--- config.mk ---
export PLATFORM = sky130hd
export DESIGN_NAME = vid_port_fifo
export DESIGN_NICKNAME = d
export VERILOG_FILES = /design/src/rtl/vpf_pkg.sv /design/src/rtl/vpf_store.sv /design/src/rtl/vpf_ctrl.sv /design/src/rtl/vid_port_fifo.sv
export SDC_FILE = /design/constraint.sdc
export NUM_CORES = 1
export LEC_CHECK = 0
export ABC_AREA = 1
export BUFFER_PORTS_ARGS = -buffer_cell sky130_fd_sc_hd__buf_2
export CAP_MARGIN = 40
export CORE_ASPECT_RATIO = 1.5
export CORE_MARGIN = 5
export CORE_UTILIZATION = 30
export CTS_CLUSTER_DIAMETER = 200
export DETAILED_ROUTE_END_ITERATION = 8
export PLACE_DENSITY = 0.53
export SKIP_CTS_REPAIR_TIMING = 1
export SLEW_MARGIN = 20
export SYNTH_ARGS = -nofsm -noshare
export SYNTH_HDL_FRONTEND = slang
export SYNTH_HIERARCHICAL = 1
export SYNTH_SLANG_ARGS = --single-unit
--- constraint.sdc ---
create_clock -name clk -period 5.3 [get_ports clk]
set_input_delay 0.795 -clock clk [delete_from_list [all_inputs] [get_ports clk]]
set_output_delay 0.795 -clock clk [all_outputs]
set_load 0.1 [all_outputs]
--- src/rtl/vpf_pkg.sv ---
package vpf_pkg;
    typedef enum logic {
        MODE_TX  = 1'b0,
        MODE_CAP = 1'b1
    } vpf_mode_e;
endpackage

--- src/rtl/vpf_store.sv ---
module vpf_store #(
    parameter int WIDTH = 64,
    parameter int DEPTH = 16,
    localparam int AW = $clog2(DEPTH)
) (
    input  logic             clk,
    input  logic             wr_en,
    input  logic [AW-1:0]    wr_addr,
    input  logic [WIDTH-1:0] wr_data,
    input  logic [AW-1:0]    rd_addr,
    output logic [WIDTH-1:0] rd_data
);
    logic [WIDTH-1:0] mem_q [DEPTH];

    always_ff @(posedge clk) begin
        if (wr_en) begin
            mem_q[wr_addr] <= wr_data;
        end
    end

    assign rd_data = mem_q[rd_addr];
endmodule

--- src/rtl/vpf_ctrl.sv ---
module vpf_ctrl
    import vpf_pkg::*;
#(
    parameter int WIDTH = 64,
    parameter int DEPTH = 16,
    localparam int AW = $clog2(DEPTH),
    localparam int CW = $clog2(DEPTH + 1)
) (
    input  logic             clk,
    input  logic             rst_n,
    input  logic             enable,
    input  logic             mode_sel,
    input  logic             mem_push,
    input  logic             mem_pop,
    input  logic             port_push,
    input  logic             port_pop,
    input  logic             clr_ovf,
    input  logic             clr_udf,
    input  logic [WIDTH-1:0] wr_word,
    input  logic [WIDTH-1:0] rd_word,
    output logic             wr_en,
    output logic [AW-1:0]    wr_addr,
    output logic [WIDTH-1:0] wr_data,
    output logic [AW-1:0]    rd_addr,
    output vpf_mode_e        mode,
    output logic [WIDTH-1:0] out_word,
    output logic [CW-1:0]    fill,
    output logic             ovf,
    output logic             udf
);
    localparam logic [CW-1:0] FULL_CNT = CW'(DEPTH);
    localparam logic [AW-1:0] LAST_IDX = AW'(DEPTH - 1);

    typedef struct packed {
        vpf_mode_e        mode;
        logic [AW-1:0]    wp;
        logic [AW-1:0]    rp;
        logic [CW-1:0]    fill;
        logic             ovf;
        logic             udf;
        logic [WIDTH-1:0] out;
    } ctrl_state_t;

    ctrl_state_t s_d, s_q;

    logic wr_req, rd_req, is_full, is_empty, do_wr, do_rd;
    logic ovf_evt, udf_evt;

    always_comb begin
        s_d      = s_q;
        is_full  = (s_q.fill == FULL_CNT);
        is_empty = (s_q.fill == '0);
        wr_req   = enable && ((s_q.mode == MODE_TX) ? mem_push : port_push);
        rd_req   = enable && ((s_q.mode == MODE_TX) ? port_pop : mem_pop);
        do_wr    = wr_req && !is_full;
        do_rd    = rd_req && !is_empty;
        ovf_evt  = enable && (s_q.mode == MODE_CAP) && port_push && is_full;
        udf_evt  = enable && (s_q.mode == MODE_TX) && port_pop && is_empty;

        if (do_wr) begin
            s_d.wp = (s_q.wp == LAST_IDX) ? '0 : s_q.wp + AW'(1);
        end
        if (do_rd) begin
            s_d.rp  = (s_q.rp == LAST_IDX) ? '0 : s_q.rp + AW'(1);
            s_d.out = rd_word;
        end
        s_d.fill = s_q.fill + CW'(do_wr) - CW'(do_rd);

        if (clr_ovf) s_d.ovf = 1'b0;
        if (clr_udf) s_d.udf = 1'b0;
        if (ovf_evt) s_d.ovf = 1'b1;
        if (udf_evt) s_d.udf = 1'b1;

        if (!enable && (vpf_mode_e'(mode_sel) != s_q.mode)) begin
            s_d.mode = vpf_mode_e'(mode_sel);
            s_d.wp   = '0;
            s_d.rp   = '0;
            s_d.fill = '0;
            s_d.out  = '0;
        end
    end

    always_ff @(posedge clk or negedge rst_n) begin
        if (!rst_n) begin
            s_q <= '{mode: MODE_TX, wp: '0, rp: '0, fill: '0,
                     ovf: 1'b0, udf: 1'b0, out: '0};
        end else begin
            s_q <= s_d;
        end
    end

    assign wr_en    = do_wr;
    assign wr_addr  = s_q.wp;
    assign wr_data  = wr_word;
    assign rd_addr  = s_q.rp;
    assign mode     = s_q.mode;
    assign out_word = s_q.out;
    assign fill     = s_q.fill;
    assign ovf      = s_q.ovf;
    assign udf      = s_q.udf;

    AST_FILL_BOUND: assert property (@(posedge clk) disable iff (!rst_n)
        fill <= FULL_CNT);

    AST_OVF_SET: assert property (@(posedge clk) disable iff (!rst_n)
        (enable && mode == MODE_CAP && port_push && fill == FULL_CNT) |=> ovf);

    AST_NO_OVERFLOW: assert property (@(posedge clk) disable iff (!rst_n)
        (enable && mode == MODE_CAP && port_push && fill == FULL_CNT && !mem_pop)
        |=> (fill == FULL_CNT));

    AST_UDF_SET: assert property (@(posedge clk) disable iff (!rst_n)
        (enable && mode == MODE_TX && port_pop && fill == '0) |=> (udf && $stable(out_word)));

    AST_FLAG_STICKY: assert property (@(posedge clk) disable iff (!rst_n)
        (ovf && !clr_ovf) |=> ovf);

    AST_NO_OVF_IN_TX: assert property (@(posedge clk) disable iff (!rst_n)
        (mode == MODE_TX && !ovf) |=> !ovf);

    AST_MODE_LOCK: assert property (@(posedge clk) disable iff (!rst_n)
        enable |=> $stable(mode));

    AST_IDLE_WHEN_OFF: assert property (@(posedge clk) disable iff (!rst_n)
        (!enable && $stable(mode)) |=> $stable(fill) || fill == '0);
endmodule

--- src/rtl/vid_port_fifo.sv ---
module vid_port_fifo
    import vpf_pkg::*;
#(
    parameter int WIDTH = 64,
    parameter int DEPTH = 16,
    localparam int AW = $clog2(DEPTH),
    localparam int CW = $clog2(DEPTH + 1)
) (
    input  logic             clk,
    input  logic             rst_n,
    input  logic             enable,
    input  logic             mode_sel,
    output logic             cap_active,
    input  logic             mem_push,
    input  logic [WIDTH-1:0] mem_wdata,
    input  logic             mem_pop,
    output logic [WIDTH-1:0] mem_rdata,
    input  logic             port_push,
    input  logic [WIDTH-1:0] port_wdata,
    input  logic             port_pop,
    output logic [WIDTH-1:0] port_rdata,
    output logic [CW-1:0]    fill_count,
    output logic [CW-1:0]    free_count,
    output logic             err_ovf,
    output logic             err_udf,
    input  logic             clr_ovf,
    input  logic             clr_udf
);
    logic             wr_en;
    logic [AW-1:0]    wr_addr, rd_addr;
    logic [WIDTH-1:0] wr_data, rd_word, out_word, wr_word;
    vpf_mode_e        mode;
    logic [CW-1:0]    fill;

    assign wr_word = (mode == MODE_TX) ? mem_wdata : port_wdata;

    vpf_ctrl #(.WIDTH(WIDTH), .DEPTH(DEPTH)) u_ctrl (
        .clk      (clk),
        .rst_n    (rst_n),
        .enable   (enable),
        .mode_sel (mode_sel),
        .mem_push (mem_push),
        .mem_pop  (mem_pop),
        .port_push(port_push),
        .port_pop (port_pop),
        .clr_ovf  (clr_ovf),
        .clr_udf  (clr_udf),
        .wr_word  (wr_word),
        .rd_word  (rd_word),
        .wr_en    (wr_en),
        .wr_addr  (wr_addr),
        .wr_data  (wr_data),
        .rd_addr  (rd_addr),
        .mode     (mode),
        .out_word (out_word),
        .fill     (fill),
        .ovf      (err_ovf),
        .udf      (err_udf)
    );

    vpf_store #(.WIDTH(WIDTH), .DEPTH(DEPTH)) u_store (
        .clk    (clk),
        .wr_en  (wr_en),
        .wr_addr(wr_addr),
        .wr_data(wr_data),
        .rd_addr(rd_addr),
        .rd_data(rd_word)
    );

    assign cap_active = (mode == MODE_CAP);
    assign port_rdata = (mode == MODE_TX)  ? out_word : '0;
    assign mem_rdata  = (mode == MODE_CAP) ? out_word : '0;
    assign fill_count = fill;
    assign free_count = CW'(DEPTH) - fill;

    AST_FREE_SUM: assert property (@(posedge clk) disable iff (!rst_n)
        (fill_count + free_count) == CW'(DEPTH));

    AST_SIDE_MUTE: assert property (@(posedge clk) disable iff (!rst_n)
        (port_rdata == '0) || (mem_rdata == '0));
endmodule

# ---- Yosys cells after proc, flatten, opt, wreduce, memory -nomap -nowiden
# Memories as Yosys holds them, arrays and structs flattened.
# Index checks and enable logic that the tools add are counted.
dict set report totals {
  in_bits 138
  wordCells 55
  n_memories 1
  register_bits 80
  out_inout_bits 141
  mem_bits_rw 1024
}
# memory words width rd rd_clocked_by_memory_dff wr line_no
set memory_table {}
lappend memory_table {u_store.mem_q 16 64 1 0 1 vpf_store.sv:13} ;# logic [WIDTH-1:0] mem_q [DEPTH];
dict set report classes {
  addsub 5
  n_reduce_logical 19
  n_mux 18
  n_eq_ne 4
  n_bitwise 1
}
# cell n
set ops {}
lappend ops {{64-bit 2-to-1 mux} 5}
lappend ops {{4-bit 2-to-1 mux} 4}
lappend ops {{13-bit 2-to-1 mux} 1}
lappend ops {{1-bit logical AND} 11}
lappend ops {{4-bit by 1-bit adder with 4-bit output (second input constant)} 2}
lappend ops {{4-bit == test (second input constant)} 2}
lappend ops {{1-bit 2-to-1 mux} 8}
lappend ops {{2-bit nonzero test} 4}
lappend ops {{5-bit by 1-bit adder with 5-bit output} 1}
lappend ops {{5-bit == test (second input constant)} 1}
lappend ops {{5-bit zero test} 1}
lappend ops {{5-bit by 1-bit subtractor with 5-bit output} 1}
lappend ops {{5-bit subtractor (first input constant)} 1}
lappend ops {{1-bit zero test} 3}
lappend ops {{1-bit != test} 1}
lappend ops {{1-bit NOT} 1}

# ---- Logic depth before layout (Yosys ltp)
# Gate-level depths: netlist (run 1).
dict set report depth {
  ltp_word 6
  mapped_depth 15
  ltp_nobuf 14
}

# ---- By module
# The synthesis (run 1) kept the hierarchy.
# module area_each_um2 instances seq_area_each_um2 cells_each
set by_module_without_submodules {}
lappend by_module_without_submodules {vpf_store 44004.7 1 30749.5 4146}
lappend by_module_without_submodules {vpf_ctrl 4027.6 1 2001.9 473}
lappend by_module_without_submodules {vid_port_fifo 1989.4 1 0.0 493}

# ---- Worst setup path before layout (run 1)
# OpenSTA, ideal clock, no wires.
dict set report synth_timing {
  kind {register -> register}
  from {reg u_ctrl.s_q, in the netlist u_ctrl/fill[3]}
  to {mem u_store.mem_q[12][0], enable pin}
  path_buffers 0
  t_required_ps 4813
  path_stages_with_launch 8
  path_slack_ps 171
  period_less_slack_ps 5129
  t_arrival_ps 4643
  setup_ps 487
  cell_sequence {dfrtp_1 -> inv_1 -> ha_1 -> nand3_1 -> nand2_1 -> inv_1 -> nand3_1 -> nor2_1}
}
dict set report synth_between {
  elab_chain_len 5
}
# element line_no
set synth_lines {}
lappend synth_lines {{from (decl)} vpf_ctrl.sv:44} ;# ctrl_state_t s_d, s_q;
lappend synth_lines {{from (signal assigned)} vpf_ctrl.sv:85} ;# s_q <= '{mode: MODE_TX, wp: '0, rp: '0, fill: '0,
lappend synth_lines {{5-bit == test} vpf_ctrl.sv:51} ;# is_full = (s_q.fill == FULL_CNT);
lappend synth_lines {{1-bit zero test} vpf_ctrl.sv:55} ;# do_wr = wr_req && !is_full;
lappend synth_lines {{1-bit logical AND} vpf_ctrl.sv:55}
lappend synth_lines {{net wr_en} vid_port_fifo.sv:29} ;# logic wr_en;
lappend synth_lines {{1-bit 2-to-1 mux} vpf_store.sv:16} ;# if (wr_en) begin
lappend synth_lines {{1-bit 2-to-1 mux (implied by the code)} vpf_store.sv:17} ;# mem_q[wr_addr] <= wr_data;
lappend synth_lines {{to (decl)} vpf_store.sv:13}
# The timed path passes the listed nets, and every way through them passes these cells.

# ---- Worst setup path in the final report (run 1)
dict set report layout_timing {
  from {reg u_ctrl.s_q, in the netlist u_ctrl/mode}
  to {out mem_rdata[25]}
}
dict set report layout_between {
  elab_chain_len 1
}
# element line_no
set layout_lines {}
lappend layout_lines {{64-bit 2-to-1 mux} vid_port_fifo.sv:72} ;# assign mem_rdata = (mode == MODE_CAP) ? out_word : '0;
lappend layout_lines {{to (decl)} vid_port_fifo.sv:17} ;# output logic [WIDTH-1:0] mem_rdata,
# Every way passes these cells.

==> results of run 1 <==
through the flow:
stage | power, µW | std cells
6_report | 27700 | 7628
5_1_grt | 29200 | 7625
4_1_cts | 28000 | 7617
3_5_place_dp | 20100 | 7411
3_3_place_gp | 20000 | 7402
2_1_floorplan | 17600 | 5112
registers in the layout (all words and copies together) (netlist names):
signal and cells:
u_ctrl/fill 5, u_ctrl/wr_addr 4, u_ctrl/udf 1, u_ctrl/mode 1
u_ctrl/out_word 64, u_ctrl/rd_addr 4, u_ctrl/ovf 1, u_store/mem_q 1024
path summary, 6_finish.rpt:
| check | from | endpoint | slack (ns) | cells after the start |
|---|---|---|---|---|
| worst max-delay path | u_ctrl/mode | mem_rdata[25] | 1.62 | 4 |
| worst min-delay path | rst_n | u_ctrl/out_word[55] | 0.09 | 1 |
| worst max register to register | u_ctrl/mode | u_store/mem_q[15][51] | 1.66 | 7 |
| worst min register to register | u_ctrl/out_word[56] | u_ctrl/out_word[56] | 0.53 | 2 |
| max in group asynchronous | rst_n | u_ctrl/out_word[34] | 4.09 | 2 |
| min in group clk | clr_ovf | u_ctrl/ovf | 0.29 | 2 |
area by class of cell:
type	instances	area (µm²)	area share [%]
Sequential cell	1104	32800	57.2
Multi-Input combinational cell	2688	11500	20.1
Clock inverter	58	581	1.01
Antenna cell	4	10.0	0.0175
Clock buffer	148	3010	5.25
Tap cell	2220	2780	4.85
Timing Repair Buffer	412	2880	5.03
Inverter	994	3760	6.57
critical path: stages, from the launching register on:
cell     delay, ns
dfrtp_4       0.75
buf_12        0.61
nand2_1       0.11
inv_1         0.09
buf_2         0.42
cell usage after synthesis:
library cell     n  share of area, %
inv_6            1             0.018
clkbuf_1        23              0.17
nand2_2          1             0.013
edfxtp_1      1024                61
nand4_1          2             0.025
xor2_1           2             0.035
buf_4           84               1.3
buf_8            1             0.030
nor2_4           1             0.023
buf_2          155               1.6
fa_1             1             0.040
nand3b_1         2             0.030
o21ai_0         64              0.64
nand2_1       1642                12
buf_6           52               1.2
a21oi_1          4             0.040
nor2_1          95              0.71
inv_1          988               7.4
ha_1             9              0.23
o22ai_1          2             0.025
inv_2            5             0.038
xnor2_1          2             0.035
o21a_1           1             0.015
nand3_1        859               8.6
dfrtp_1         80               4.0
o21bai_1         1             0.015
buf_1           11             0.083
power groups by stage:
stage / registers, µW / clock network [µW] / logic [µW]
after global placement: 10800 / 0 / 9230
after detailed placement: 10800 / 0 / 9310
after global routing: 10700 / 8390 / 10100
final: 10600 / 7820 / 9250
after CTS: 10600 / 8010 / 9340
after floorplan: 10700 / 0 / 6950
per-layer routing:
layer | part of all wire, % | up-vias | global-route usage (%)
met1 | 43 | 16200 | 19.9
li1 | - | 16600 | -
met4 | 1.9 | 0 | 3.98
met3 | 6.2 | 159 | 2.41
met2 | 49 | 921 | 26.2
met5 | 0 | - | 0
cells by family after synthesis:
group           synth area share (%)
fa+ha+maj                      0.265
buf+inv                         11.7
xor+xnor                      0.0700
flops                           65.5
compound gates                 0.735
simple gates                    21.7
==> flow_summary.toml, run 1 <==
[sta]
max_clock_freq_mhz = 272
final_hold_viol_count = 0
hold_ws_ns = 0.0900
fin_crit_sh_pct = 69.4
maxSlewViolCount = 0
tightest_slew_ns = 0.880
worst_slack_ns = 1.62
maxSlewHeadroom_pct = 41.3
period_minus_slack_ns = 3.68
skew_ns = 0.0298
rsz0062_at_grt = "false"
tns_ns = 0
setup_viol = 0

[pwr]
p_clk_share_pct = 28.2
powerDensity_mw_per_mm2 = 483
p_comb_share_pct = 33.4
p_sw_uw = 10900
vdd_drop_max_uv = 513
p_leak_uw = 0.0256
p_seq_share_pct = 38.4
p_sw_share_pct = 39.4
internal_power_uw = 16800

[cts]
cts.sinks = 1104
ctsLongestPathBuffers = 3
cts_root_buf = "clkbuf_16"
clkTransAtPathRegs_ns = 0.06
cts_made_buffers = 111
clk_latency_ns = 0.71
htree_levels = 3
cts_tree = "yes"

[final_layout]
fin_nets = 5459
final_cell_area_mm2 = 0.0573
fillers = 16600
final_common_cell = "nand2_1"
final_cell_mix = "1,642 x nand2_1, 1,024 x edfxtp_1, 987 x inv_1"
syn2layout_area_growth_pct = 14.6
drive_above_1_share_pct = 11.1
finish.utilization_pct = 34.6

[drt]
drt-initial-drc-count = 2434
num_vias = 33800
ant_nets = 0
dr.pass1.iters = 5
vias_per_cell = 4.43
finalWirelength_mm = 136
route.detailed.drc = 0
wire_per_inst_um = 17.8

[logic_synthesis]
yosysWarnings = 6
avgSynthCellArea_um2 = 9.79
syn-num-nets = 5260
yosysSeqAreaShare_pct = 65.5
ys_ff_latch = 1104
synth.distinct_cells = 27
postSynthCellCount = 5112
syn-cell-area_mm2 = 0.0500

[placed_design]
portBuffers = 278
gp_congestion = 0.758
place_area_mm2 = 0.0536
dpl_worst_slack_ns = 1.51
dpl.hpwl_mm = 78.9

[global_routing]
gr-total-overflow = 0
grt_antenna_before_repair = 2
grt_pass1_vias = 33000
grt_pass1_wl_mm = 205
grt_use_total_pct = 15.2
grt_max_degree = 211

[outcome]
status = "finished, final reports clean"

[worst_setup_path]
cp-start-kind = "flip-flop"
arrival_ns = 2.88
required_ns = 4.51
cp_max_fo = 204
endpoint_kind = "output port"
worstSetupPathType = "flip-flop to output port"

[worst_hold_path]
holdCritPathClass = "input port to asynchronous set/reset pin"

[floorplanning]
die-area_mm2 = 0.175
die_y_um = 510
coreArea_mm2 = 0.166
start_util_pct = 30.2
rows = 183
fp.dieW_um = 343
io_pins = 279

[job]
cap_violations = 0
No activity file was read; power rests on OpenSTA's default activity.
==> inputs of run 2 (changes only) <==
--- a/config.mk
+++ b/config.mk
@@ -13,7 +13,7 @@
 export CORE_UTILIZATION = 30
 export CTS_CLUSTER_DIAMETER = 200
 export DETAILED_ROUTE_END_ITERATION = 8
-export PLACE_DENSITY = 0.53
+export PLACE_DENSITY = 0.55
 export SKIP_CTS_REPAIR_TIMING = 1
 export SLEW_MARGIN = 20
 export SYNTH_ARGS = -nofsm -noshare
==> constraint.sdc (replaced) <==
create_clock -name clk -period 3.25 [get_ports clk]
set_input_delay 0.4875 -clock clk [delete_from_list [all_inputs] [get_ports clk]]
set_output_delay 0.4875 -clock clk [all_outputs]
set_load 0.1 [all_outputs]
==> run 2 against run 1 <==
Non-clock buffer count increased by 20. Clock power grew 53%. Clock skew down 0.00081 ns. Via count increased by 0.61%. Setup slack got worse by 1.4 ns. Wire length is 2.1% lower. Critical path depth up 4. Design area is essentially flat.
==> flow_summary.toml, run 2 (synthesis gave the netlist of run 1 again) <==
[final_layout]
fin_nets = 5472
fin_cells = 7635
largest_reg_flops = 1024
final_cell_mix = "1,642 x nand2_1, 1,024 x edfxtp_1, 987 x inv_1"
final_common_cell = "nand2_1"
syn2layout_area_growth_pct = 14.6
finish.utilization_pct = 34.6
largest_register = "u_store/mem_q"
drive_above_1_share_pct = 11.5

[floorplanning]
die-area_mm2 = 0.175
fp.dieW_um = 343
die_y_um = 510
coreArea_mm2 = 0.166
io_pins = 279
rows = 183
start_util_pct = 30.2

[global_routing]
grt_antenna_before_repair = 5
grt_pass1_wl_mm = 199
gr-total-overflow = 0
grt_pass1_vias = 32600
grt_use_total_pct = 14.8
grt_max_degree = 183

[cts]
ctsLongestPathBuffers = 3
cts_root_buf = "clkbuf_16"
cts_made_buffers = 104
clkTransAtPathRegs_ns = 0.06
cts_tree = "yes"
cts.sinks = 1104
clk_latency_ns = 0.72
htree_levels = 3

[worst_hold_path]
holdCritPathClass = "input port to flip-flop"
hp-start = "enable"

[worst_setup_path]
required_ns = 3.59
cpPeakStageDelay_ns = 0.47
r2r-start = "u_ctrl/fill[2]"
crit_family = "simple AND/OR/NAND/NOR gates"
cp-start-kind = "flip-flop"
worstSetupPathType = "flip-flop to flip-flop"
cp-startpoint = "u_ctrl/fill[2]"
worst-path-buf-inv = 3
arrival_ns = 3.32
endpoint_kind = "flip-flop"
slowest_stage = "buf_4"
cp_max_fo = 26
crit_chain = "inv_1 > ha_1 > nand3_1 > nand2_1 > inv_1 > nand3_1 > nor2_4 > buf_4"

[drt]
ant_nets = 0
drt-initial-drc-count = 2813
num_vias = 34000
finalWirelength_mm = 133
vias_per_cell = 4.46
dr.pass1.iters = 6
wire_per_inst_um = 17.4
route.detailed.drc = 0

[sta]
maxSlewHeadroom_pct = 40.9
fin_crit_sh_pct = 91.7
setup_viol = 0
skew_ns = 0.0290
tightest_slew_ns = 0.887
worst_slack_ns = 0.268
period_minus_slack_ns = 2.98
hold_ws_ns = 0.0330
tns_ns = 0
max_clock_freq_mhz = 335
final_hold_viol_count = 0
maxSlewViolCount = 0
rsz0062_at_grt = "false"

[placed_design]
dpl.hpwl_mm = 74.7
portBuffers = 278
gp_congestion = 0.761
dp_cells = 7431
dpl_worst_slack_ns = 0.118

[pwr]
p_leak_uw = 0.0255
vdd_drop_max_uv = 596
powerDensity_mw_per_mm2 = 770

[job]
cap_violations = 0

[outcome]
status = "finished, final reports clean"
==> run 2: changes by cell type in the layout (fill, tap and decap cells not counted), moves of 7 or more <==
cell | previous run | this run
clkbuf_1 | 29 | 21
buf_16 | 7 | 0
clkinv_1 | 21 | 13
clkbuf_16 | 112 | 104
buf_12 | 27 | 42
buf_4 | 100 | 109
clkinv_2 | 18 | 27
==> run 2: stage by stage <==
step | total power [µW] | area (µm²)
finish | 44100 | 57300
global route | 46500 | 57300
CTS | 44500 | 57200
detailed placement | 32600 | 53900
global placement | 32500 | 53900
floorplan | 28800 | 50200
==> run 2: area by class of cell <==
type	count	area, µm²
sequential	1104	32800
clock buffer	133	2790
fill	16700	108000
antenna	2	5.00
multi-input combinational	2688	11500
timing repair buffer	432	3090
inverter	994	3760
tap	2220	2780
clock inverter	62	568
==> run 2: path summary, 6_finish.rpt <==
path | depth (start not counted) | end | slack [ns]
setup reg to reg | 8 | u_store/mem_q[12][40] | 0.27
max in group asynchronous | 3 | u_ctrl/out_word[29] | 2.08
min in group asynchronous | 2 | u_ctrl/udf | 0.39
setup / recovery | 8 | u_store/mem_q[12][40] | 0.27
hold / removal | 2 | u_ctrl/mode | 0.03
hold reg to reg | 2 | u_ctrl/out_word[5] | 0.54
==> run 2: metal layers <==
metal	GRT usage, %	up-vias	routed length (µm)
met5	0	-	0
met4	3.65	0	2200
met3	2.37	137	8700
met2	25.2	1071	64600
met1	19.7	16300	57400
li1	-	16600	-
==> run 2: power breakdown <==
| part | switching [µW] | internal, µW |
|---|---|---|
| clock | 5420 | 6530 |
| sequential | 651 | 16500 |
| combinational | 11500 | 3520 |
==> run 2: worst reg2reg max path, cell delays in order, from the launching register on <==
cell	delay, ns
dfrtp_4	0.46
inv_1	0.08
ha_1	0.21
nand3_1	0.12
nand2_1	0.21
inv_1	0.37
nand3_1	0.40
nor2_4	0.25
buf_4	0.47
